File: src/rtl/cfg_pkg.sv
package cfg_pkg;

   localparam int BUS_W  = 32;
   localparam int LANES  = BUS_W / 8;
   localparam int IDX_W  = 6;

   localparam logic [IDX_W-1:0] IDX_IDENT   = 6'd0;
   localparam logic [IDX_W-1:0] IDX_CMDSTAT = 6'd1;
   localparam logic [IDX_W-1:0] IDX_CLASS   = 6'd2;
   localparam logic [IDX_W-1:0] IDX_MISC    = 6'd3;
   localparam logic [IDX_W-1:0] IDX_IOBASE  = 6'd4;
   localparam logic [IDX_W-1:0] IDX_IRQ     = 6'd15;

   typedef struct packed {
      logic             is_wr;
      logic [IDX_W-1:0] idx;
   } cfg_req_t;

endpackage

File: src/rtl/cfg_claim.sv
module cfg_claim
   import cfg_pkg::*;
(
   input  logic       clk,
   input  logic       rst_n,
   input  logic       addr_phase,
   input  logic       cfg_cycle,
   input  logic       idsel,
   input  logic       wr,
   input  logic [7:0] addr_lo,
   input  logic       data_phase,
   output logic       devsel,
   output cfg_req_t   req,
   output logic       wr_fire,
   output logic       rd_active
);

   logic type0_hit;
   assign type0_hit = addr_phase & cfg_cycle & idsel & (addr_lo[1:0] == 2'b00);

   always_ff @(posedge clk or negedge rst_n) begin
      if (!rst_n) begin
         devsel <= 1'b0;
         req    <= '0;
      end else if (!devsel) begin
         if (type0_hit) begin
            devsel    <= 1'b1;
            req.is_wr <= wr;
            req.idx   <= addr_lo[7:2];
         end
      end else if (data_phase) begin
         devsel <= 1'b0;
      end
   end

   assign wr_fire   = devsel & data_phase & req.is_wr;
   assign rd_active = devsel & ~req.is_wr;

   p_claim_r1: assert property (@(posedge clk) disable iff (!rst_n)
      (!devsel && addr_phase && cfg_cycle && idsel && addr_lo[1:0] == 2'b00)
      |=> (devsel && req.idx == $past(addr_lo[7:2])));

   p_hold_r1: assert property (@(posedge clk) disable iff (!rst_n)
      (devsel && !data_phase) |=> devsel);

   p_release_r1: assert property (@(posedge clk) disable iff (!rst_n)
      (devsel && data_phase) |=> !devsel);

   p_noclaim_r2: assert property (@(posedge clk) disable iff (!rst_n)
      (!devsel && (!idsel || !cfg_cycle || !addr_phase || addr_lo[1:0] != 2'b00)) |=> !devsel);

endmodule

File: src/rtl/cfg_regs.sv
module cfg_regs
   import cfg_pkg::*;
#(
   parameter logic [15:0] VENDOR_ID  = 16'h1A2B,
   parameter logic [15:0] DEVICE_ID  = 16'h3C4D,
   parameter logic [7:0]  REV_ID     = 8'h05,
   parameter logic [7:0]  PROG_IF    = 8'h00,
   parameter logic [7:0]  SUB_CLASS  = 8'h80,
   parameter logic [7:0]  BASE_CLASS = 8'h02,
   parameter logic [7:0]  HDR_TYPE   = 8'h80,
   parameter logic [7:0]  INT_PIN    = 8'h01,
   parameter logic [15:0] STATUS_RO  = 16'h0280,
   parameter logic [15:0] CMD_WMASK  = 16'h0147,
   parameter int          IO_SPAN    = 32,
   parameter bit          IO_BAR_EN  = 1'b1
)(
   input  logic             clk,
   input  logic             rst_n,
   input  logic             wr_fire,
   input  logic [IDX_W-1:0] idx,
   input  logic [LANES-1:0] be,
   input  logic [BUS_W-1:0] wdata,
   output logic [BUS_W-1:0] rd_word
);

   localparam int               IO_LSB    = $clog2(IO_SPAN);
   localparam logic [BUS_W-1:0] BAR_WMASK = ~(BUS_W'(IO_SPAN) - 1);
   localparam logic [BUS_W-1:0] BAR_FIXED = BUS_W'(1);

   logic [15:0]      cmd_q;
   logic [7:0]       lat_q;
   logic [7:0]       irq_line_q;
   logic [BUS_W-1:0] bar_word;

   // Command: the only register with a hard reset
   always_ff @(posedge clk or negedge rst_n) begin
      if (!rst_n) begin
         cmd_q <= '0;
      end else if (wr_fire && idx == IDX_CMDSTAT) begin
         for (int k = 0; k < 2; k++) begin
            if (be[k]) cmd_q[8*k +: 8] <= wdata[8*k +: 8] & CMD_WMASK[8*k +: 8];
         end
      end
   end

   // Latency timer and interrupt line keep their value across every reset
   always_ff @(posedge clk) begin
      if (wr_fire && idx == IDX_MISC && be[1]) lat_q <= wdata[15:8];
   end

   always_ff @(posedge clk) begin
      if (wr_fire && idx == IDX_IRQ && be[0]) irq_line_q <= wdata[7:0];
   end

   generate
      if (IO_BAR_EN) begin : g_bar
         logic [BUS_W-1:0] bar_q;
         always_ff @(posedge clk) begin
            if (wr_fire && idx == IDX_IOBASE) begin
               for (int k = 0; k < LANES; k++) begin
                  if (be[k]) bar_q[8*k +: 8] <= wdata[8*k +: 8] & BAR_WMASK[8*k +: 8];
               end
            end
         end
         assign bar_word = (bar_q & BAR_WMASK) | BAR_FIXED;
      end else begin : g_nobar
         assign bar_word = '0;
      end
   endgenerate

   always_comb begin
      case (idx)
         IDX_IDENT:   rd_word = {DEVICE_ID, VENDOR_ID};
         IDX_CMDSTAT: rd_word = {STATUS_RO, cmd_q};
         IDX_CLASS:   rd_word = {BASE_CLASS, SUB_CLASS, PROG_IF, REV_ID};
         IDX_MISC:    rd_word = {8'h00, 1'b0, HDR_TYPE[6:0], lat_q, 8'h00};
         IDX_IOBASE:  rd_word = bar_word;
         IDX_IRQ:     rd_word = {16'h0000, INT_PIN, irq_line_q};
         default:     rd_word = '0;
      endcase
   end

   p_cmd_mask_r7: assert property (@(posedge clk) disable iff (!rst_n)
      (idx == IDX_CMDSTAT) |-> ((rd_word[15:0] & ~CMD_WMASK) == 16'h0000));

   p_bar_low_r8: assert property (@(posedge clk) disable iff (!rst_n)
      (IO_BAR_EN && idx == IDX_IOBASE) |-> (rd_word[IO_LSB-1:0] == BAR_FIXED[IO_LSB-1:0]));

   p_hdr_single_r10: assert property (@(posedge clk) disable iff (!rst_n)
      (idx == IDX_MISC) |-> (rd_word[23] == 1'b0));

   p_reserved_zero_r6: assert property (@(posedge clk) disable iff (!rst_n)
      (idx > IDX_IOBASE && idx != IDX_IRQ) |-> (rd_word == '0));

   p_keep_r11: assert property (@(posedge clk) disable iff (!rst_n)
      !wr_fire |=> ($stable(cmd_q) && $stable(lat_q) && $stable(irq_line_q)));

endmodule

File: src/rtl/cfg_target.sv
module cfg_target
   import cfg_pkg::*;
#(
   parameter logic [15:0] VENDOR_ID  = 16'h1A2B,
   parameter logic [15:0] DEVICE_ID  = 16'h3C4D,
   parameter logic [7:0]  REV_ID     = 8'h05,
   parameter logic [7:0]  PROG_IF    = 8'h00,
   parameter logic [7:0]  SUB_CLASS  = 8'h80,
   parameter logic [7:0]  BASE_CLASS = 8'h02,
   parameter logic [7:0]  HDR_TYPE   = 8'h80,
   parameter logic [7:0]  INT_PIN    = 8'h01,
   parameter logic [15:0] STATUS_RO  = 16'h0280,
   parameter logic [15:0] CMD_WMASK  = 16'h0147,
   parameter int          IO_SPAN    = 32,
   parameter bit          IO_BAR_EN  = 1'b1
)(
   input  logic        clk,
   input  logic        rst_n,
   input  logic        soft_rst,
   input  logic        sleep_req,
   input  logic        load_busy,
   input  logic        addr_phase,
   input  logic        cfg_cycle,
   input  logic        idsel,
   input  logic        wr,
   input  logic [31:0] addr,
   input  logic        data_phase,
   input  logic [3:0]  be,
   input  logic [31:0] wdata,
   output logic        devsel,
   output logic [31:0] rdata
);

   generate
      if (IO_SPAN < 16 || IO_SPAN > 256 || (IO_SPAN & (IO_SPAN - 1)) != 0) begin : g_bad_span
         $error("cfg_target: IO_SPAN must be a power of two from 16 to 256");
      end
      if (BUS_W != 32 || LANES != 4) begin : g_bad_bus
         $error("cfg_target: package bus width must be 32 bits");
      end
   endgenerate

   cfg_req_t         req;
   logic             wr_fire;
   logic             rd_active;
   logic [BUS_W-1:0] rd_word;

   // Upper address bits, function number and power-state inputs are not decoded
   logic unused_inputs;
   assign unused_inputs = ^{addr[31:8], soft_rst, sleep_req};

   cfg_claim u_claim (
      .clk        (clk),
      .rst_n      (rst_n),
      .addr_phase (addr_phase),
      .cfg_cycle  (cfg_cycle),
      .idsel      (idsel),
      .wr         (wr),
      .addr_lo    (addr[7:0]),
      .data_phase (data_phase),
      .devsel     (devsel),
      .req        (req),
      .wr_fire    (wr_fire),
      .rd_active  (rd_active)
   );

   cfg_regs #(
      .VENDOR_ID  (VENDOR_ID),
      .DEVICE_ID  (DEVICE_ID),
      .REV_ID     (REV_ID),
      .PROG_IF    (PROG_IF),
      .SUB_CLASS  (SUB_CLASS),
      .BASE_CLASS (BASE_CLASS),
      .HDR_TYPE   (HDR_TYPE),
      .INT_PIN    (INT_PIN),
      .STATUS_RO  (STATUS_RO),
      .CMD_WMASK  (CMD_WMASK),
      .IO_SPAN    (IO_SPAN),
      .IO_BAR_EN  (IO_BAR_EN)
   ) u_regs (
      .clk     (clk),
      .rst_n   (rst_n),
      .wr_fire (wr_fire),
      .idx     (req.idx),
      .be      (be),
      .wdata   (wdata),
      .rd_word (rd_word)
   );

   genvar gl;
   generate
      for (gl = 0; gl < LANES; gl++) begin : g_lane
         assign rdata[8*gl +: 8] = (rd_active && be[gl]) ? rd_word[8*gl +: 8] : 8'h00;
      end
   endgenerate

   p_idle_zero_r4: assert property (@(posedge clk) disable iff (!rst_n)
      !devsel |-> (rdata == 32'h0));

   p_lane_off_r4: assert property (@(posedge clk) disable iff (!rst_n)
      (be == 4'h0) |-> (rdata == 32'h0));

   p_no_stall_r11: assert property (@(posedge clk) disable iff (!rst_n)
      (load_busy && !devsel && addr_phase && cfg_cycle && idsel && addr[1:0] == 2'b00) |=> devsel);

endmodule

File: config.mk
export PLATFORM = sky130hd
export DESIGN_NAME = cfg_target
export DESIGN_NICKNAME = d
export VERILOG_FILES = /design/src/rtl/cfg_pkg.sv /design/src/rtl/cfg_claim.sv /design/src/rtl/cfg_regs.sv /design/src/rtl/cfg_target.sv
export SDC_FILE = /design/constraint.sdc
export NUM_CORES = 1
export LEC_CHECK = 0
export BUFFER_PORTS_ARGS = -buffer_cell sky130_fd_sc_hd__buf_2
export CAP_MARGIN = 20
export CORE_UTILIZATION = 40
export CTS_CLUSTER_SIZE = 14
export DETAILED_ROUTE_END_ITERATION = 16
export PLACE_DENSITY_LB_ADDON = 0.12
export SLEW_MARGIN = 20
export SYNTH_ARGS = -nofsm -noshare
export SYNTH_HDL_FRONTEND = slang
export SYNTH_SLANG_ARGS = --single-unit
File: constraint.sdc
create_clock -name clk -period 4 [get_ports clk]
set_input_delay 0 -clock clk [delete_from_list [all_inputs] [get_ports clk]]
set_output_delay 0 -clock clk [all_outputs]
set_load 0.03 [all_outputs]
# Word-level counts from Yosys, hierarchy flattened
# Index checks and enable logic that the tools add are counted.
# word_totals
register_bits,56
out_inout_bits,33
word_cells,51
# op_classes
n_eq_ne,5
n_mux,8
bitwise_logic,8
reduce_logical,19
# ops
operator,n
case mux 32 bit (6 select lines),1
two-way mux 8 bit,4
AND reduction 2 bit,7
"equality test 6 x 2 -> 1 bit, second input constant",2
logical AND 1 bit,10
bitwise AND 1 bit,6
"equality test 6 x 1 -> 1 bit, second input constant",1
"equality test 6 x 3 -> 1 bit, second input constant",1
"equality test 6 x 4 -> 1 bit, second input constant",1
zero test 6 bit,1
two-way mux 1 bit,3
zero test 2 bit,1
inverter 1 bit,2

# Depth between registers and ports, before layout
# Gate-level depths: netlist of run 1.
# depth
word_depth,5
depth_mapped,6
depth_no_buf,4

# Cells and area by module
# A second synthesis of run 1 with hierarchy kept.
# hier_totals
cells_unflattened,183
hier_area_um2,2547.4
# by_module_without_submodules
module,n_inst,cells_each,area_each_um2,seq_area_each_um2
cfg_regs,1,127,1989.4,1416.4
cfg_claim,1,21,327.8,200.2
cfg_target,1,35,230.2,0.0

# Worst setup path before layout of run 1
# Ideal clock, no wire load.
# synth_path
path_type,reg-to-reg
start,register u_claim.req[3] (netlist name)
end,register u_regs.g_bar.bar_q[10] (enable)
setup_time_ns,0.332
t_arrival_ns,1.611
required_ns,3.668
setup_slack_ns,2.058
path_stages_with_launch,5
path_buffers,1
period_less_slack_ns,1.942
path_cell_list,dfrtp_1 > or3_4 > nor4_4 > buf_6 > and3_1
# synth_between
elab_chain_len,3
# synth_lines
item,line,source
equality test 6 x 3 -> 1 bit,cfg_regs.sv:59,if (wr_fire && idx == IDX_IOBASE) begin
logical AND 1 bit,cfg_regs.sv:59,
AND reduction 2 bit (no source line),--,
end signal: indexed assignment,cfg_regs.sv:61,if (be[k]) bar_q[8*k +: 8] <= wdata[8*k +: 8] & BAR_WMASK[8*k +: 8];
end: declaration,cfg_regs.sv:57,logic [BUS_W-1:0] bar_q;
# Every way passes these cells.
# A chain may end at the register's enable or synchronous reset.

# Worst setup path after layout of run 1
# layout_path
start,register u_claim.req[2] (netlist name)
end,output port rdata[8]
# layout_between
elab_chain_len,3
word_cells_on_any_way,8
cone_classes,eq/ne: 5; mux: 2; reduce/logical: 1
# layout_lines
item,line,source
equality test 6 x 4 -> 1 bit (tied with other cells),cfg_regs.sv:72,case (idx)
case mux 32 bit (6 select lines) *,cfg_regs.sv:72,
two-way mux 8 bit *,cfg_target.sv:93,assign rdata[8*gl +: 8] = (rd_active && be[gl]) ? rd_word[8*gl +: 8] : 8'h00;
end: declaration,cfg_target.sv:31,output logic [31:0] rdata
# Every way passes the cells marked *; elsewhere a longest branch is shown, timed or not.

==> metrics.md, run 1 <==
| Metric | Value |
|---|---|
| Worst VDD drop | approximately 220 uV |
| Post-Syn Area per Cell | around 14 um^2 |
| Row cnt | 28 |
| Height of the chip | 80.4 um |
| RSZ-0062 raised after global routing | false |
| Post-synth EDFFs | 43 |
| Peak Freq | between 300 and 400 MHz |
| Tcrit/Tclk final | 64.2% |
| Initial antenna violation count | 0 |
| CP delay by family, top | simple AND/OR/NAND/NOR gates |
| Met1 WL | 2.54 mm |
| CP max-delay cell | nor4_4 |
| Worst endpoint required time | approximately 4 ns |
| Clock share of power | 28.9% |
| P&R area growth vs syn | 39.6% |
| Largest area contributor in the netlist | edfxtp_1 |
| Slew headroom | between 40 and 50% |
| Hold Slack | approximately 0.053 ns |
| Largest net degree at the start of global routing | 18 |
| Clk pin slew, worst setup/hold paths | around 0.090 ns |
| Crit-path max FO | 16 |
| Crit-path max cell delay | roughly 0.80 ns |
| Final-report hold violation count | 0 |
| Chip Width | between 80 and 90 um |
| First-pass GRT wire length | around 9 mm |
| Yosys warnings | 0 |
| Comb power frac | between 15 and 20% |
| Starting Density | 41.6% |
| Leading cell types by count after synthesis | 43 x edfxtp_1, 15 x and3_1, 13 x dfrtp_1, 13 x nor2_1, 12 x mux2_2 |
| PortBufs | 83 |
| DR WL met2 | between 2 and 3 mm |
| Hold buffer count at cts | 41 |
| Drt drc | 0 |
| DRT Pass-1 Iters | 4 |
| Slew @ Worst Pin | slightly above 0.8 ns |
| Total of max-cap violations | 0 |
| DR vias | between 1500 and 2000 |
| Internal | ~0.93 mW |
| Vias in the first global route | roughly 1800 |
| Vias per cell | 4.93 |
| Clock latency on the worst-skew pair | 0.30 ns |
| Design area | 0.00343 mm^2 |
| Worst hold path type | primary input to register |
| Drt total wl | between 5 and 6 mm |
| DR top layer | met4 |
| Sink Count | 56 |
| Die area | between 0.006 and 0.007 mm^2 |
| FF+latch count, synth | 56 |
| CP Cell Sequence | inv_1 > nor4_4 > a221oi_1 > a21oi_1 > buf_2 |
| Met3 wire len | between 200 and 300 um |
| Top cell type's share of synthesized area | roughly 52% |
| GR Util All Layers | between 10% and 20% |
| Count leader, synth | edfxtp_1 |
| CTS root buffer | clkbuf_8 |
| Clock Tree Buf Depth | 2 |
| Hpwl dp | 3.82 mm |
| Setup TNS | 0 ns |
| CTS tree | done |
| Layout cells sized above 1 | about two fifths |
| Syn Std Cell Area | about 0.0025 mm^2 |
| Antenna Diode Count | 0 |
| Status | completed |
| Pleak | 1.45 nW |
| Yosys cell types | 35 |
| Sequential share of power | approximately 56% |
| Power Total | between 1 and 1.5 mW |
| Setup Skew | 0.00678 ns |
| Ranking of synthesized cells by area | edfxtp_1 52%, dfrtp_1 13%, mux2_2 5.5% |
| Seq/Total Area, Yosys | about two thirds |
| Layout Nets | between 300 and 400 |
| Initial DRC count | 82 |
| Postcts setup bufs | 0 |
| Net Sw Frac | between 20% and 30% |
| Synth Net Count | 252 |
| Synth async-reset ratio | between 20% and 30% |
| Routed wire per std cell | approximately 15 um |
| Min cycle time layout | roughly 2.6 ns |
| WP buf/inv | 2 |
| Worst EP arrival | around 2.6 ns |
| Placeable Area | 0.00592 mm^2 |
| Post-route ant nets | 0 |
| Pwr Density | between 300 and 400 mW/mm^2 |
| Top FF cell, synth | edfxtp_1 |
| Critical Setup Path Class | register to output port |
| Worst setup SP type | register |
| Post-cts resize count | 0 |
| Setup violations, final | 0 |
| H-tree depth | 2 |
| Switching power | between 0.3 and 0.4 mW |
| Total CTS buffers | 5 |
| GPL Wtd Cong | 0.706 |
| Mapped Cells | 174 |
| Cell Area, Placed | just under 0.003 mm^2 |
| Max-slew violations | 0 |
| Ports | around 110 |
| Gr ovfl total | 0 |
| Endpoint class of the critical path | output port |
registers in the layout, indices dropped and copies added, names as in the netlist:
signal,flops
u_regs.g_bar.bar_q,27
u_regs.lat_q,8
u_claim.req,7
u_regs.irq_line_q,8
u_regs.cmd_q,5
u_claim.devsel,1
final timing paths:
check                                       startpoint                          endpoint  slack, ns  cells past startpoint
setup / recovery            u_claim.req[2]$_DFFE_PN0P_                          rdata[8]       1.43                      5
hold / removal                                   be[1]       u_regs.cmd_q[8]$_DFFE_PN0P_       0.05                      3
setup reg to reg            u_claim.req[2]$_DFFE_PN0P_  u_regs.g_bar.bar_q[10]$_DFFE_PP_       1.50                      3
max in group asynchronous                        rst_n        u_claim.req[1]$_DFFE_PN0P_       3.65                      2
hold reg to reg            u_regs.cmd_q[2]$_DFFE_PN0P_       u_regs.cmd_q[2]$_DFFE_PN0P_       0.52                      1
min in group asynchronous                        rst_n       u_regs.cmd_q[8]$_DFFE_PN0P_       0.12                      2
power by group through the flow:
stage                     Combinational (mW)  Sequential (mW)  Clock (mW)
final                                  0.193            0.693       0.361
after global routing                   0.214            0.698       0.393
after detailed placement               0.164            0.705           0
after global placement                 0.163            0.705           0
after CTS                              0.195            0.692       0.370
after floorplan                        0.141            0.678           0
kinds of logic (layout without fill, tap and decap cells):
family                 count (synthesis)  after routing  synth area share [%]
muxes                                 12             12                  5.49
and+or+nand+nor                       60             60                  16.0
AOI/OAI and AO/OA                     37             37                  10.2
buffers and inverters                  9            134                  2.64
DFF                                   56             56                  65.7
cells in the final DEF, fill, tap and decap left out, types with 2 or more instances in the layout:
master          n
nand4_1         3
dfrtp_1        13
edfxtp_1       43
and2b_2         2
and3_1         15
and2_1          4
nand2_1         7
o21ai_0         7
nor4_4          2
dlygate4sd3_1  41
nand3_1         2
nor3b_1         2
o21a_1         10
inv_1           2
clkbuf_8        5
a21oi_1         7
a31oi_1         2
a22oi_1         6
nor2_1         13
a221oi_1        2
buf_2          83
nor3_2          2
mux2_2         12
per-stage QoR:
step	setup slack (ns)	utilization [%]	instances
after global placement	1.54	49.2	325
after detailed placement	1.53	49.2	325
final	1.43	58.0	374
after global routing	1.24	58.0	374
after CTS	1.46	58.0	374
after floorplan	2.06	-	174
per-layer routing:
metal  vias up  GRT usage [%]
met3         5           4.43
met4         0           4.29
met2        53           30.4
met5         -              0
met1       873           24.0
li1        911              -
area by class of cell:
class,count,area (um^2)
fill,506,2490
sequential,56,1620
timing repair buffer,124,826
multi-input combinational,109,779
tap,75,93.8
clock buffer,5,68.8
clock inverter,3,42.5
inverter,2,7.51
worst reg2reg max path: cells and delay by family, from the launching register on:
kind,cells,cell delay [ns]
buffers and inverters,1,0.25
AND/OR/NAND/NOR,2,1.33
flip-flops,1,0.60
(Power assumes the default switching activity.)
==> run 2: changes to the inputs <==
==> constraint.sdc (replaced) <==
create_clock -name clk -period 2.2 [get_ports clk]
set_input_delay 0 -clock clk [delete_from_list [all_inputs] [get_ports clk]]
set_output_delay 0 -clock clk [all_outputs]
set_load 0.03 [all_outputs]
==> run 2 against run 1 <==
Compared with the run above:
- clock skew decreased by 0.0029 ns
- utilization up 2.8 points
- design area is 4.8% higher
- global-route usage rose by 0.71 points
- critical path depth up 1
- sequential share of layout area down 2.1 points
- routed wire length increased by 5.0%
- combinational power increased by 150%
- final cell count rose by 4.8%
- via count is 5.3% higher
- flip-flop and latch count unchanged
==> metrics.md, run 2 (synthesized netlist as in run 1, its figures left out) <==
| Metric | Value |
|---|---|
| P&R area growth vs syn | 46.2% (was 39.6%) |
| Vias in the first global route | 1924 (was 1806) |
| Largest net degree at the start of global routing | 18 (unchanged) |
| Peak Freq | between 400 and 500 MHz |
| Placeable Area | 0.00592 mm^2 (unchanged) |
| First-pass GRT wire length | 9.13 mm (was 8.76 mm) |
| GR Util All Layers | 19.0% (was 18.3%) |
| Pleak | 1.54 nW (was 1.45 nW) |
| Drt total wl | 5.85 mm (was 5.57 mm) |
| Commonest cells after routing, fill and taps aside | 79 x buf_2, 43 x edfxtp_1, 41 x dlygate4sd3_1 (was 83 x buf_2, 43 x edfxtp_1, 41 x dlygate4sd3_1) |
| Initial antenna violation count | 0 (unchanged) |
| CP Cell Sequence | buf_6 > or4_4 > nor3_4 > buf_6 > o21a_1 > clkbuf_4 (was inv_1 > nor4_4 > a221oi_1 > a21oi_1 > buf_2) |
| DRT Pass-1 Iters | 4 (unchanged) |
| Row cnt | 28 (unchanged) |
| Max reg flops | 27 (unchanged) |
| Ports | 111 (unchanged) |
| Height of the chip | 80.4 um (unchanged) |
| Setup Skew | 0.00386 ns (was 0.00678 ns) |
| Setup crit end | rdata[16] (was rdata[8]) |
| CP delay by family, top | simple AND/OR/NAND/NOR gates (unchanged) |
| FF/Latch Area | 0.00162 mm^2 (about the same) |
| Most common cell on crit path | buf_6 |
| Clk pin slew, worst setup/hold paths | 0.09 ns (about the same) |
| Reg2Reg Depth | 4 (was 3) |
| CP startpoint | u_claim.req[4]$_DFFE_PN0P_ (was u_claim.req[2]$_DFFE_PN0P_) |
| Multi-input logic area | 786 um^2 (was 779 um^2) |
| Chip Width | 80.4 um (unchanged) |
| PortBufs | 83 (unchanged) |
| Commonest non-fill, non-tap cell in the layout | buf_2 (unchanged) |
| Post-route ant nets | 0 (unchanged) |
| Vias per cell | 4.95 (was 4.93) |
| Power Total | 2.37 mW (was 1.25 mW) |
| Crit-path max cell delay | 0.54 ns (was 0.80 ns) |
| Pwr Density | 659 mW/mm^2 (was 363 mW/mm^2) |
| Filler instances | 516 (was 506) |
| Clock latency on the worst-skew pair | 0.31 ns (was 0.30 ns) |
| Worst hold path type | primary input to register (unchanged) |
| Worst VDD drop | 306 uV (was 220 uV) |
| CTS tree | done (unchanged) |
| Total of max-cap violations | 0 (unchanged) |
| Biggest register | u_regs.g_bar.bar_q (unchanged) |
| Sink Count | 56 (unchanged) |
| Worst setup SP type | register (unchanged) |
| Routed wire per std cell | 14.9 um (about the same) |
| Worst R2R End | u_regs.g_bar.bar_q[12]$_DFFE_PP_ (was u_regs.g_bar.bar_q[10]$_DFFE_PP_) |
| Biggest registers after layout | u_regs.g_bar.bar_q (27), u_regs.irq_line_q (8), u_regs.lat_q (8) (unchanged) |
| WP buf/inv | 3 (was 2) |
| CP max-delay cell | or4_4 (was nor4_4) |
| Antenna Diode Count | 0 (unchanged) |
| CTS root buffer | clkbuf_8 (unchanged) |
| Clock Tree Buf Depth | 2 (unchanged) |
| Die area | 0.00647 mm^2 (unchanged) |
| H-tree depth | 2 (unchanged) |
| GPL Wtd Cong | 0.735 (was 0.706) |
| Total CTS buffers | 5 (unchanged) |
| Reg2reg start | u_claim.req[3]$_DFFE_PN0P_ (was u_claim.req[2]$_DFFE_PN0P_) |
| Worst endpoint required time | 2.20 ns (was 4.00 ns) |
| Drt drc | 0 (unchanged) |
| Status | completed (unchanged) |
| Setup violations, final | 0 (unchanged) |
| DR vias | 1940 (was 1842) |
| Starting Density | 41.6% (unchanged) |
| Setup TNS | 0 ns (unchanged) |
| Tcrit/Tclk final | between 90% and 100% |
| Gr ovfl total | 0 (unchanged) |
| R2R Setup Slk | 0.22 ns (was 1.50 ns) |
| Critical Setup Path Class | register to output port (unchanged) |
| Crit-path max FO | 8 (was 16) |
| Layout cells sized above 1 | 42.0% (was 38.1%) |
| Worst EP arrival | 2.10 ns (was 2.57 ns) |
| Slew headroom | 66.6% (was 44.8%) |
| RSZ-0062 raised after global routing | true (was false) |
| Final-report hold violation count | 0 (unchanged) |
| Final core occ | 60.8% (was 58.0%) |
| Min cycle time layout | 2.10 ns |
| Layout Nets | 394 (was 376) |
| Max-slew violations | 0 (unchanged) |
| Initial DRC count | 51 (was 82) |
| Worst path depth | 6 (was 5) |
| Endpoint class of the critical path | output port (unchanged) |
| Hpwl dp | 3.97 mm (was 3.82 mm) |
| Slew @ Worst Pin | 0.501 ns (was 0.822 ns) |
==> run 2: worst min path at each step <==
stage | start | end | cells after the start
final | be[1] | u_regs.cmd_q[8]$_DFFE_PN0P_ | 3
after global routing | be[1] | u_regs.cmd_q[8]$_DFFE_PN0P_ | 3
after CTS | be[1] | u_regs.cmd_q[8]$_DFFE_PN0P_ | 3
after detailed placement | rst_n | u_regs.cmd_q[6]$_DFFE_PN0P_ | 1
after global placement | rst_n | u_regs.cmd_q[1]$_DFFE_PN0P_ | 1
after floorplan | rst_n | u_claim.devsel$_DFF_PN0_ | 0
==> run 2: layout make-up <==
type	instances	area share, %
Multi-Input combinational cell	109	21.8
Timing Repair Buffer	142	27.3
Tap cell	75	2.61
Sequential cell	56	45.0
Inverter	2	0.209
Clock inverter	3	1.18
Clock buffer	5	1.91
==> run 2: worst min-delay path, cell delays in order <==
cell and delay, ns:
buf_2 0.12, nand3_1 0.07, mux2_2 0.14
==> run 2: power by group <==
group,internal [mW],switching (mW)
clock,0.337,0.327
combinational,0.260,0.215
sequential,1.17,0.0582
==> run 2: what timing repair did <==
item,in CTS,in global routing
gates resized for setup,3,8
buffers inserted,4,5
hold buffers,41,0
pin swaps,2,5
setup endpoints to repair,5,36
endpoints found under the hold margin,69,0
==> run 2: stage by stage <==
| step | std cells | hold WS [ns] | area [um^2] | setup WS, ns |
|---|---|---|---|---|
| floorplan | 174 | -0.296 | 2460 | 0.258 |
| global placement | 334 | -0.0869 | 2980 | 0.208 |
| detailed placement | 334 | -0.0861 | 2980 | 0.138 |
| CTS | 387 | 0.0479 | 3540 | 0.0134 |
| global route | 392 | 0.0692 | 3600 | -0.000940 |
| finish | 392 | 0.0536 | 3600 | 0.0975 |
==> run 2: routing by layer <==
metal,track usage (%),part of all wire (%)
met1,23.4,44
met2,33.0,50
met3,4.09,4.6
met4,6.07,1.3
met5,0,0
